===== src/rtl/od_port_bank_pkg.sv =====
package od_port_bank_pkg;
  typedef enum logic {
    KIND_ANALOG = 1'b0,
    KIND_DRIVE  = 1'b1
  } port_kind_e;

  function automatic port_kind_e kind_of(input int port, input int num_analog);
    return (port < num_analog) ? KIND_ANALOG : KIND_DRIVE;
  endfunction
endpackage


===== src/rtl/od_sync2.sv =====
module od_sync2 #(
  parameter int W = 12
) (
  input  logic         clk_i,
  input  logic         rst_ni,
  input  logic [W-1:0] d_i,
  output logic [W-1:0] q_o
);
  logic [W-1:0] s1_q, s2_q;

  // idle pins sit pulled high
  always_ff @(posedge clk_i or negedge rst_ni) begin
    if (!rst_ni) begin
      s1_q <= '1;
      s2_q <= '1;
    end else begin
      s1_q <= d_i;
      s2_q <= s1_q;
    end
  end

  assign q_o = s2_q;
endmodule


===== src/rtl/od_port_cell.sv =====
module od_port_cell
  import od_port_bank_pkg::*;
#(
  parameter int         W    = 4,
  parameter port_kind_e KIND = KIND_ANALOG
) (
  input  logic         clk_i,
  input  logic         rst_ni,
  input  logic         wr_i,
  input  logic         cfg_we_i,
  input  logic [W-1:0] data_i,
  input  logic [W-1:0] cfg_i,
  input  logic [W-1:0] pin_sync_i,
  output logic [W-1:0] oe_o,
  output logic [W-1:0] do_o,
  output logic [W-1:0] rd_o
);
  logic [W-1:0] latch_q, cfg_q;

  always_ff @(posedge clk_i or negedge rst_ni) begin
    if (!rst_ni) begin
      latch_q <= '1;
      cfg_q   <= '0;
    end else begin
      if (wr_i)     latch_q <= data_i;
      if (cfg_we_i) cfg_q   <= cfg_i;
    end
  end

  generate
    if (KIND == KIND_ANALOG) begin : g_analog
      // cfg bit = analog mode: driver off, digital read masked
      assign oe_o = ~cfg_q & ~latch_q;
      assign do_o = '0;
      assign rd_o = pin_sync_i & ~cfg_q;

      assert_analog_quiet_R6: assert property (@(posedge clk_i) disable iff (!rst_ni)
        ((oe_o & cfg_q) == '0) && ((rd_o & cfg_q) == '0));
      assert_release_R3: assert property (@(posedge clk_i) disable iff (!rst_ni)
        ((oe_o & latch_q) == '0) && (do_o == '0));
    end else begin : g_drive
      // cfg bit = push-pull; 0 keeps open-drain
      assign oe_o = cfg_q | ~latch_q;
      assign do_o = cfg_q & latch_q;
      assign rd_o = pin_sync_i;

      assert_od_never_high_R4: assert property (@(posedge clk_i) disable iff (!rst_ni)
        ((oe_o & do_o & ~cfg_q) == '0));
    end
  endgenerate

  assert_latch_load_R2: assert property (@(posedge clk_i) disable iff (!rst_ni)
    wr_i |=> (latch_q == $past(data_i)));
  assert_cfg_load_R5: assert property (@(posedge clk_i) disable iff (!rst_ni)
    cfg_we_i |=> (cfg_q == $past(cfg_i)));
endmodule


===== src/rtl/od_port_bank.sv =====
module od_port_bank
  import od_port_bank_pkg::*;
#(
  parameter int NUM_PORTS  = 3,
  parameter int PORT_W     = 4,
  parameter int NUM_ANALOG = 2,
  parameter int SEL_W      = 2
) (
  input  logic                          clk_i,
  input  logic                          rst_ni,
  input  logic                          cmd_valid_i,
  input  logic                          cmd_write_i,
  input  logic [SEL_W-1:0]              cmd_port_i,
  input  logic [PORT_W-1:0]             acc_i,
  output logic [PORT_W-1:0]             acc_o,
  input  logic                          cfg_we_i,
  input  logic [SEL_W-1:0]              cfg_port_i,
  input  logic [PORT_W-1:0]             cfg_data_i,
  input  logic [NUM_PORTS*PORT_W-1:0]   pad_in_i,
  output logic [NUM_PORTS*PORT_W-1:0]   pad_oe_o,
  output logic [NUM_PORTS*PORT_W-1:0]   pad_do_o
);
  localparam int PINS = NUM_PORTS * PORT_W;

  logic [PINS-1:0]   pin_sync;
  logic [PORT_W-1:0] rd_data [NUM_PORTS];
  logic              rd_req;

  od_sync2 #(.W(PINS)) u_sync (
    .clk_i (clk_i),
    .rst_ni(rst_ni),
    .d_i   (pad_in_i),
    .q_o   (pin_sync)
  );

  for (genvar p = 0; p < NUM_PORTS; p++) begin : g_port
    logic wr_sel, cfg_sel;
    assign wr_sel  = cmd_valid_i && cmd_write_i && (cmd_port_i == SEL_W'(p));
    assign cfg_sel = cfg_we_i && (cfg_port_i == SEL_W'(p));

    od_port_cell #(
      .W   (PORT_W),
      .KIND(kind_of(p, NUM_ANALOG))
    ) u_cell (
      .clk_i     (clk_i),
      .rst_ni    (rst_ni),
      .wr_i      (wr_sel),
      .cfg_we_i  (cfg_sel),
      .data_i    (acc_i),
      .cfg_i     (cfg_data_i),
      .pin_sync_i(pin_sync[p*PORT_W +: PORT_W]),
      .oe_o      (pad_oe_o[p*PORT_W +: PORT_W]),
      .do_o      (pad_do_o[p*PORT_W +: PORT_W]),
      .rd_o      (rd_data[p])
    );
  end

  assign rd_req = cmd_valid_i && !cmd_write_i;

  always_comb begin
    acc_o = '0;
    for (int p = 0; p < NUM_PORTS; p++)
      if (rd_req && cmd_port_i == SEL_W'(p)) acc_o = rd_data[p];
  end

  assert_read_idle_R9: assert property (@(posedge clk_i) disable iff (!rst_ni)
    !rd_req |-> (acc_o == '0));
endmodule


===== config.mk =====
export PLATFORM = sky130hd
export DESIGN_NAME = od_port_bank
export DESIGN_NICKNAME = d
export VERILOG_FILES = /design/src/rtl/od_port_bank_pkg.sv /design/src/rtl/od_sync2.sv /design/src/rtl/od_port_cell.sv /design/src/rtl/od_port_bank.sv
export SDC_FILE = /design/constraint.sdc
export NUM_CORES = 1
export LEC_CHECK = 0
export BUFFER_PORTS_ARGS = -buffer_cell sky130_fd_sc_hd__buf_4
export CAP_MARGIN = 20
export CORE_MARGIN = 4
export CORE_UTILIZATION = 46
export DETAILED_ROUTE_END_ITERATION = 8
export PLACE_DENSITY = 0.87
export SYNTH_ARGS = -nofsm -noshare
export SYNTH_HDL_FRONTEND = slang
export SYNTH_HIERARCHICAL = 1
export SYNTH_SLANG_ARGS = --single-unit

===== constraint.sdc =====
create_clock -name clk_i -period 1 [get_ports clk_i]
set_input_delay 0.05 -clock clk_i [delete_from_list [all_inputs] [get_ports clk_i]]
set_output_delay 0.05 -clock clk_i [all_outputs]
set_load 0.05 [all_outputs]

==> impl_metrics.py, run 1 <==
metrics = {
    "outcome": {
        "run_status": "finished with violations",
        "violations": "setup timing",
    },
    "routing": {
        "remaining_drc_errors": 0,
        "viasPerCell": 4.83,
        "vias": 1329,
        "routedWlPerCell_um": 16.8,
        "drtAntennaViolNets": 0,
        "dr.pass1.iters": 4,
        "routed_wl_mm": 4.63,
        "drt_iter0_markers": 72,
    },
    "floorplan": {
        "dieArea_sq_mm": 0.00546,
        "ioPinCount": 57,
        "fp.dieW_um": 73.9,
        "fp.dieH_um": 73.9,
        "initial_core_util_pct": 48.9,
        "rows": 23,
        "core_sq_mm": 0.00409,
    },
    "clock_tree": {
        "numCtsBuffers": 5,
        "clock_tree.buffer_depth": 2,
        "clock_sinks": 48,
        "clkTransAtPathRegs_ns": 0.09,
        "clock_latency_ns": 0.30,
        "cts_tree": "done",
        "h-tree-depth": 2,
        "root_buffer": "clkbuf_8",
    },
    "power": {
        "p_per_area_mw_per_mm2": 1890,
        "fin_total_pwr_w": 0.00590,
        "power.leakage_nw": 1.35,
        "ir_drop_uv": 1280,
    },
    "setup_path": {
        "cpMaxStageDelayCell": "dfstp_2",
        "r2r_start": "g_port[1].u_cell/cfg_q[1]",
        "slowest_delay_ns": 0.54,
        "worstSetupStartpointType": "flop",
        "crit_type": "reg2out",
        "critPathArrivalTime_ns": 1.58,
        "cp_max_fo": 1,
        "path_cells": "nor2b_2 > nor2b_4 > a211oi_2 > a211oi_4 > buf_6",
        "cp-startpoint": "u_sync/q_o[2]",
        "cp-end-kind": "primary output",
        "critPathRequiredTime_ns": 0.95,
    },
    "finish": {
        "postLayoutCoreUtil_pct": 76.2,
        "diodes": 0,
        "drive_above_1_share_pct": 66.7,
        "syn_to_final_growth_pct": 55.9,
        "fin_nets": 253,
        "fill_cells": 232,
    },
    "yosys": {
        "synth_seq_cells": 48,
        "yosys_warnings": 6,
        "ys_types": 18,
        "synth_area_per_cell_sq_um": 14.7,
        "synth_area_sq_mm": 0.00200,
        "ys_seq_area_share_pct": 62.4,
        "syn_inst": 136,
    },
    "sta": {
        "fmax_ghz": 0.615,
        "setup_viol": 22,
        "period_needed_ns": 1.63,
        "final_max_slew_viol_count": 0,
        "worst_pin_slew_ns": 0.565,
        "final.setup.worst_slack_ns": -0.626,
        "finalCritPeriodShare_pct": 163,
        "hold_violations": 0,
        "rsz0062_at_grt": "yes",
        "skew_ns": 0.00638,
        "slew_headroom_pct": 62.4,
    },
    "placed_design": {
        "gp_congestion": 0.785,
        "numPortBuffers": 48,
        "dpl.hpwl_mm": 3.03,
    },
    "grt": {
        "grt_max_degree": 49,
        "grt_pass1_wl_mm": 7.82,
        "antenna_found_initial": 0,
        "grt_usage_pct": 19.4,
        "overflow": 0,
        "grt_pass1_vias": 1603,
    },
    "run": {
        "maxCapViolations": 0,
    },
    "hold_path": {
        "holdCritPathClass": "in2reg",
        "hp-start": "cfg_port_i[0]",
    },
}
-- flip-flops by register name, indices dropped and copies added (netlist names) --
name,flops
g_port.u_cell/cfg_q,12
g_port.u_cell/latch_q,12
u_sync/s1_q,12
u_sync/q_o,12
-- critical path, delay by kind of cell, from the launching register on --
kind	cells	cell delay, ns
buffers and inverters	1	0.19
DFF	1	0.54
AOI/OAI and AO/OA	2	0.23
and+or+nand+nor	2	0.30
-- cell usage in the layout (no fill, tap or decap), drive strengths merged, types with 8 or more instances in the layout --
| cell | count |
|---|---|
| nor2b | 12 |
| nor2 | 8 |
| buf | 68 |
| nand2b | 9 |
| mux2 | 24 |
| conb | 8 |
| dlygate4sd3 | 21 |
| dfstp | 36 |
| dfrtp | 12 |
| a211oi | 8 |
-- cell type report --
class / count / area (sq um) / area share (%)
multi-input cells: 80 / 835 / 26.8
repair buffers: 89 / 863 / 27.7
flip-flops and latches: 48 / 1250 / 40.0
clock buffers: 6 / 72.6 / 2.33
well taps: 50 / 62.6 / 2.01
clock inverters: 2 / 35.0 / 1.12
-- cell usage after synthesis, drive strengths merged --
cell / instances / area, sq um
dfstp: 36 / 946
mux2: 24 / 270
buf: 14 / 109
dfrtp: 12 / 300
nor2b: 12 / 75.1
nand2b: 9 / 81.3
a211oi: 8 / 100
nor2: 8 / 30.0
and2: 4 / 25.0
nor3b: 3 / 27.5
and3b: 2 / 17.5
conb: 2 / 7.51
nand2: 1 / 3.75
nor3: 1 / 5.00
-- metrics by stage --
| stage | setup TNS, ns | cell area, sq um | std cells | hold slack [ns] | setup WS, ns |
|---|---|---|---|---|---|
| final | -5.03 | 3110 | 275 | 0.255 | -0.626 |
| after floorplan | -2.30 | 2100 | 142 | -0.246 | -0.299 |
| after detailed placement | -1.36 | 2540 | 244 | 0.0852 | -0.337 |
| after global routing | -6.09 | 3110 | 275 | 0.253 | -0.695 |
| after global placement | -0.852 | 2540 | 244 | 0.0662 | -0.223 |
| after CTS | -4.75 | 3060 | 273 | 0.233 | -0.619 |
-- report_power, final --
group / internal, W / switching, W / total, W
Sequential: 0.00231 / 0.000222 / 0.00253
Clock: 0.000742 / 0.000626 / 0.00137
Combinational: 0.000942 / 0.00105 / 0.00200
-- routing by layer --
| layer | vias up | routed length (um) | global-route usage [%] |
|---|---|---|---|
| li1 | 609 | - | - |
| met5 | - | 0 | 0 |
| met1 | 675 | 1830 | 22.4 |
| met3 | 10 | 209 | 5.34 |
| met4 | 0 | 95 | 6.84 |
| met2 | 35 | 2490 | 34.4 |
-- what timing repair did --
item	4_1_cts	5_1_grt
setup buffers	2	3
endpoints found under the setup margin	20	20
pin swaps	4	2
endpoints found under the hold margin	42	0
hold buffers	21	0
gates resized for setup	51	11
-- worst paths after layout --
| check | endpoint | slack (ns) | cells past startpoint |
|---|---|---|---|
| min reg2reg | u_sync/q_o[4] | 0.36 | 0 |
| max in group asynchronous | g_port[2].u_cell/latch_q[2] | 0.33 | 2 |
| max reg2reg | g_port[1].u_cell/cfg_q[1] | -0.05 | 3 |
| min | g_port[0].u_cell/cfg_q[1] | 0.25 | 4 |
| max | acc_o[2] | -0.63 | 5 |
| min in group asynchronous | g_port[0].u_cell/cfg_q[1] | 0.29 | 2 |
-- logic make-up after synthesis --
logic type / share of synthesized area (%)
simple gates: 13.3
buf+inv: 5.45
flops: 62.4
mux: 13.5
other cells: 0.376
compound gates: 5.01
Note: power is estimated with default switching activity, not from simulation.
==> run 2: changes to the inputs <==
--- a/config.mk
+++ b/config.mk
@@ -11,6 +11,7 @@
 export CORE_UTILIZATION = 46
 export DETAILED_ROUTE_END_ITERATION = 8
 export PLACE_DENSITY = 0.87
+export RECOVER_POWER = 25
 export SYNTH_ARGS = -nofsm -noshare
 export SYNTH_HDL_FRONTEND = slang
 export SYNTH_HIERARCHICAL = 1
==> run 2 against run 1 <==
  * The run still ends with setup timing left
  * Via count shrank 0.30%
  * Sequential power is essentially flat
  * Total power shrank 0.11%
  * Die area is the same
  * Combinational power is essentially flat
  * Hold slack gained 0.0013 ns
  * Core utilization is the same
  * Largest cell class unchanged
  * Cell area is the same
  * Count of clock-buffer cells in the layout is the same
==> impl_metrics.py, run 2 (synthesized netlist as in run 1, its figures left out) <==
metrics = {
    "grt": {
        "antenna_found_initial": 0,
        "grt_pass1_wl_mm": 7.82,
        "grt_pass1_vias": 1603,
        "grt_max_degree": 49,
        "grt_usage_pct": 19.4,
        "overflow": 0,
    },
    "clock_tree": {
        "h-tree-depth": 2,
        "clock_latency_ns": 0.30,
        "clock_sinks": 48,
        "clkTransAtPathRegs_ns": 0.09,
        "numCtsBuffers": 5,
        "clock_tree.buffer_depth": 2,
        "cts_tree": "done",
        "root_buffer": "clkbuf_8",
    },
    "setup_path": {
        "critPathBufInv": 1,
        "cpMaxStageDelayCell": "dfstp_2",
        "critPathArrivalTime_ns": 1.58,
        "cp-end-kind": "primary output",
        "crit_family": "flip-flops",
        "critPathRequiredTime_ns": 0.95,
        "cp-startpoint": "u_sync/q_o[2]",
        "r2r_start": "g_port[1].u_cell/cfg_q[1]",
        "worstSetupStartpointType": "flop",
        "crit_type": "reg2out",
        "slowest_delay_ns": 0.54,
        "path_cells": "nor2b_2 > nor2b_4 > a211oi_2 > a211oi_4 > buf_6",
        "cp_max_fo": 1,
    },
    "routing": {
        "vias": 1325,
        "dr.pass1.iters": 4,
        "remaining_drc_errors": 0,
        "drtAntennaViolNets": 0,
        "routed_wl_mm": 4.61,
        "drt_iter0_markers": 75,
        "viasPerCell": 4.82,
        "routedWlPerCell_um": 16.7,
    },
    "sta": {
        "setup_viol": 22,
        "rsz0062_at_grt": "yes",
        "period_needed_ns": 1.63,
        "fmax_ghz": 0.615,
        "skew_ns": 0.00487,
        "setup_tns_ns": -5.02,
        "hold_violations": 0,
        "worst_pin_slew_ns": 0.562,
        "slew_headroom_pct": 62.5,
        "finalCritPeriodShare_pct": 163,
        "final.setup.worst_slack_ns": -0.626,
        "final_max_slew_viol_count": 0,
    },
    "power": {
        "ir_drop_uv": 1280,
        "p_seq_share_pct": 43.0,
        "fin_total_pwr_w": 0.00589,
        "power.leakage_nw": 1.34,
        "switching_share_pct": 32.2,
        "power_frac_comb_pct": 33.8,
        "p_per_area_mw_per_mm2": 1890,
        "p_sw_w": 0.00190,
        "clock_power_share_pct": 23.2,
        "intPower_w": 0.00399,
    },
    "finish": {
        "syn_to_final_growth_pct": 55.9,
        "fin_nets": 253,
        "diodes": 0,
        "final_common_cell": "dfstp_2",
        "fin_area_sq_mm": 0.00311,
        "final_cell_mix": "36 x dfstp_2, 27 x buf_4, 21 x mux2_1, 21 x dlygate4sd3_1, 20 x buf_6",
        "drive_above_1_share_pct": 66.7,
    },
    "floorplan": {
        "core_sq_mm": 0.00409,
        "dieArea_sq_mm": 0.00546,
        "initial_core_util_pct": 48.9,
        "fp.dieH_um": 73.9,
        "rows": 23,
        "ioPinCount": 57,
        "fp.dieW_um": 73.9,
    },
    "placed_design": {
        "placed_area_sq_mm": 0.00254,
        "dpl.hpwl_mm": 3.03,
        "gp_congestion": 0.785,
        "numPortBuffers": 48,
    },
    "hold_path": {
        "hp-start": "cfg_port_i[0]",
        "holdCritPathClass": "in2reg",
    },
    "outcome": {
        "violations": "setup timing",
        "run_status": "finished with violations",
    },
    "run": {
        "maxCapViolations": 0,
    },
}
run 2: metal layers:
metal	up-vias	routed length (um)	part of all wire [%]	GRT usage (%)
met2	33	2500	54	34.4
met5	-	0	0	0
met1	673	1830	40	22.4
met4	0	95	2.1	6.84
li1	609	-	-	-
met3	10	188	4.1	5.34
run 2: repair_timing:
action	4_1_cts	5_1_grt
hold endpoints to repair	42	0
resized for setup	51	11
pin swaps	4	2
setup endpoints to repair	20	20
buffers inserted	2	3
hold buffers	21	0
run 2: final timing paths:
| check | endpoint | slack (ns) | cells after the start |
|---|---|---|---|
| min in group asynchronous | g_port[0].u_cell/cfg_q[1] | 0.29 | 2 |
| max reg2reg | g_port[1].u_cell/cfg_q[1] | -0.05 | 3 |
| max in group asynchronous | g_port[2].u_cell/latch_q[2] | 0.33 | 2 |
| min reg2reg | u_sync/q_o[4] | 0.36 | 0 |
| max | acc_o[2] | -0.63 | 5 |
| min | g_port[0].u_cell/cfg_q[1] | 0.26 | 4 |
run 2: worst reg2reg max path: stages (launching register included):
cell	delay (ns)
dfrtp_1	0.43
buf_6	0.14
buf_6	0.10
mux2_4	0.26
run 2: power groups by stage:
stage | registers (W) | clock network, W | logic [W]
2_1_floorplan | 0.00245 | 0 | 0.00102
3_3_place_gp | 0.00247 | 0 | 0.00150
3_5_place_dp | 0.00249 | 0 | 0.00153
4_1_cts | 0.00252 | 0.00137 | 0.00189
5_1_grt | 0.00257 | 0.00147 | 0.00210
6_report | 0.00253 | 0.00137 | 0.00199
run 2: layout make-up:
| type | instances | area, sq um |
|---|---|---|
| clock inverter | 2 | 35.0 |
| fill | 232 | 972 |
| multi-input combinational | 80 | 835 |
| clock buffer | 6 | 72.6 |
| tap | 50 | 62.6 |
| timing repair buffer | 89 | 863 |
| sequential | 48 | 1250 |
run 2: per-stage QoR:
step,cells,hold WS (ns),utilization (%),setup WS (ns)
final,275,0.256,76.2,-0.626
after global routing,275,0.253,76.2,-0.695
after CTS,273,0.233,74.8,-0.619
after detailed placement,244,0.0852,62.3,-0.337
after global placement,244,0.0662,62.3,-0.223
after floorplan,142,-0.246,-,-0.299
==> run 3: changes to the inputs <==
--- a/config.mk
+++ b/config.mk
@@ -7,7 +7,6 @@
 export LEC_CHECK = 0
 export BUFFER_PORTS_ARGS = -buffer_cell sky130_fd_sc_hd__buf_4
 export CAP_MARGIN = 20
-export CORE_MARGIN = 4
 export CORE_UTILIZATION = 46
 export DETAILED_ROUTE_END_ITERATION = 8
 export PLACE_DENSITY = 0.87
==> run 3 against run 2 <==
  * Combinational power barely moved
  * The run still ends with setup timing left
  * Cell area about the same
  * Largest power group unchanged
  * Critical path depth did not move
  * Worst setup slack improved by 0.0069 ns
==> impl_metrics.py, run 3 (synthesized netlist as in run 1, its figures left out) <==
metrics = {
    "outcome": {
        "run_status": "finished with violations",
        "violations": "setup timing",
    },
    "routing": {
        "wl_met3_um": 200,
        "viasPerCell": 4.82,
        "drtAntennaViolNets": 0,
        "met2WireLength_mm": 2.35,
        "routedWlPerCell_um": 16.3,
        "remaining_drc_errors": 0,
        "drt_iter0_markers": 48,
        "top_layer_used": "met4",
        "vias": 1326,
        "routed_wl_mm": 4.48,
        "dr.pass1.iters": 4,
        "met1_length_mm": 1.80,
    },
    "clock_tree": {
        "clock_tree.buffer_depth": 2,
        "clkTransAtPathRegs_ns": 0.09,
        "clock_sinks": 48,
        "clock_latency_ns": 0.30,
        "h-tree-depth": 2,
        "root_buffer": "clkbuf_8",
        "cts_tree": "done",
        "numCtsBuffers": 5,
    },
    "placed_design": {
        "dpl.hpwl_mm": 2.87,
        "gp_congestion": 0.788,
        "place_ws_ns": -0.291,
        "numPortBuffers": 48,
    },
    "finish": {
        "drive_above_1_share_pct": 66.2,
        "final_cell_mix": "36 x dfstp_2, 25 x buf_4, 22 x mux2_1",
        "syn_to_final_growth_pct": 56.0,
        "fin_nets": 253,
        "final_common_cell": "dfstp_2",
        "postLayoutCoreUtil_pct": 76.3,
        "diodes": 0,
    },
    "grt": {
        "antenna_found_initial": 0,
        "grt_max_degree": 49,
        "overflow": 0,
        "grt_pass1_vias": 1467,
        "grt_usage_pct": 22.0,
        "grt_pass1_wl_mm": 7.00,
    },
    "sta": {
        "skew_ns": 0.00359,
        "finalCritPeriodShare_pct": 162,
        "worst_pin_slew_ns": 0.581,
        "period_needed_ns": 1.62,
        "setup_tns_ns": -5.07,
        "hold_violations": 0,
        "fmax_ghz": 0.618,
        "final.setup.worst_slack_ns": -0.619,
        "slew_headroom_pct": 61.3,
        "rsz0062_at_grt": "yes",
        "setup_viol": 22,
        "final_max_slew_viol_count": 0,
    },
    "power": {
        "power.leakage_nw": 1.34,
        "p_per_area_mw_per_mm2": 1840,
        "ir_drop_uv": 1430,
    },
    "floorplan": {
        "fp.dieW_um": 67.9,
        "rows": 23,
        "initial_core_util_pct": 48.9,
        "ioPinCount": 57,
        "dieArea_sq_mm": 0.00461,
        "fp.dieH_um": 67.9,
        "core_sq_mm": 0.00409,
    },
    "setup_path": {
        "critPathRequiredTime_ns": 0.95,
        "cp_max_fo": 1,
        "critPathArrivalTime_ns": 1.57,
        "crit_type": "reg2out",
        "worstSetupStartpointType": "flop",
        "cp-end-kind": "primary output",
        "r2r_slack_ns": -0.14,
    },
    "run": {
        "maxCapViolations": 0,
    },
    "hold_path": {
        "holdCritPathClass": "in2reg",
    },
}
## run 3: cell type report
cell class / instances / area (sq um)
flip-flops and latches: 48 / 1250
fillers: 233 / 970
clock buffers: 6 / 82.6
clock inverters: 2 / 13.8
well taps: 50 / 62.6
repair buffers: 89 / 883
multi-input cells: 80 / 828
## run 3: power breakdown
part / leakage [nW] / internal (W) / switching [W]
Clock: 0.0516 / 0.000565 / 0.000645
Sequential: 0.520 / 0.00231 / 0.000213
Combinational: 0.771 / 0.000956 / 0.00106
Total: 1.34 / 0.00383 / 0.00192
## run 3: final timing paths
path                                           start                     endpoint  cells after the start
setup reg to reg           g_port[0].u_cell/cfg_q[2]    g_port[0].u_cell/cfg_q[2]                      4
max in group asynchronous                     rst_ni  g_port[2].u_cell/latch_q[1]                      2
setup / recovery                       u_sync/q_o[2]                     acc_o[2]                      5
hold / removal                         cfg_port_i[1]    g_port[0].u_cell/cfg_q[2]                      4
hold reg to reg                      u_sync/s1_q[10]               u_sync/q_o[10]                      0
min in group asynchronous                     rst_ni    g_port[2].u_cell/cfg_q[3]                      2
## run 3: repair_timing
item | in CTS | in global routing
endpoints found under the setup margin | 20 | 22
setup buffers | 3 | 4
hold buffers | 21 | 0
hold endpoints to repair | 47 | 0
gates resized for setup | 50 | 15
pin swaps | 5 | 4
## run 3: routing by layer
| metal | vias to the layer above | global-route usage [%] |
|---|---|---|
| met4 | 0 | 13.0 |
| met5 | - | 0 |
| met1 | 660 | 26.3 |
| met3 | 10 | 6.67 |
| li1 | 606 | - |
| met2 | 50 | 34.9 |
## run 3: worst max-delay path, cell delays in order, from the launching register on
cell,delay [ns]
dfstp_2,0.52
nor2b_2,0.14
nor2b_4,0.16
a211oi_2,0.06
a211oi_4,0.19
buf_6,0.19
## run 3: per-stage QoR
step	area [sq um]	std cells	hold WS, ns	total power [W]
after floorplan	2100	142	-0.246	0.00347
after global placement	2550	243	0.0712	0.00397
after detailed placement	2550	243	0.0868	0.00402
after CTS	3050	273	0.238	0.00564
after global routing	3120	275	0.269	0.00598
final	3120	275	0.254	0.00575
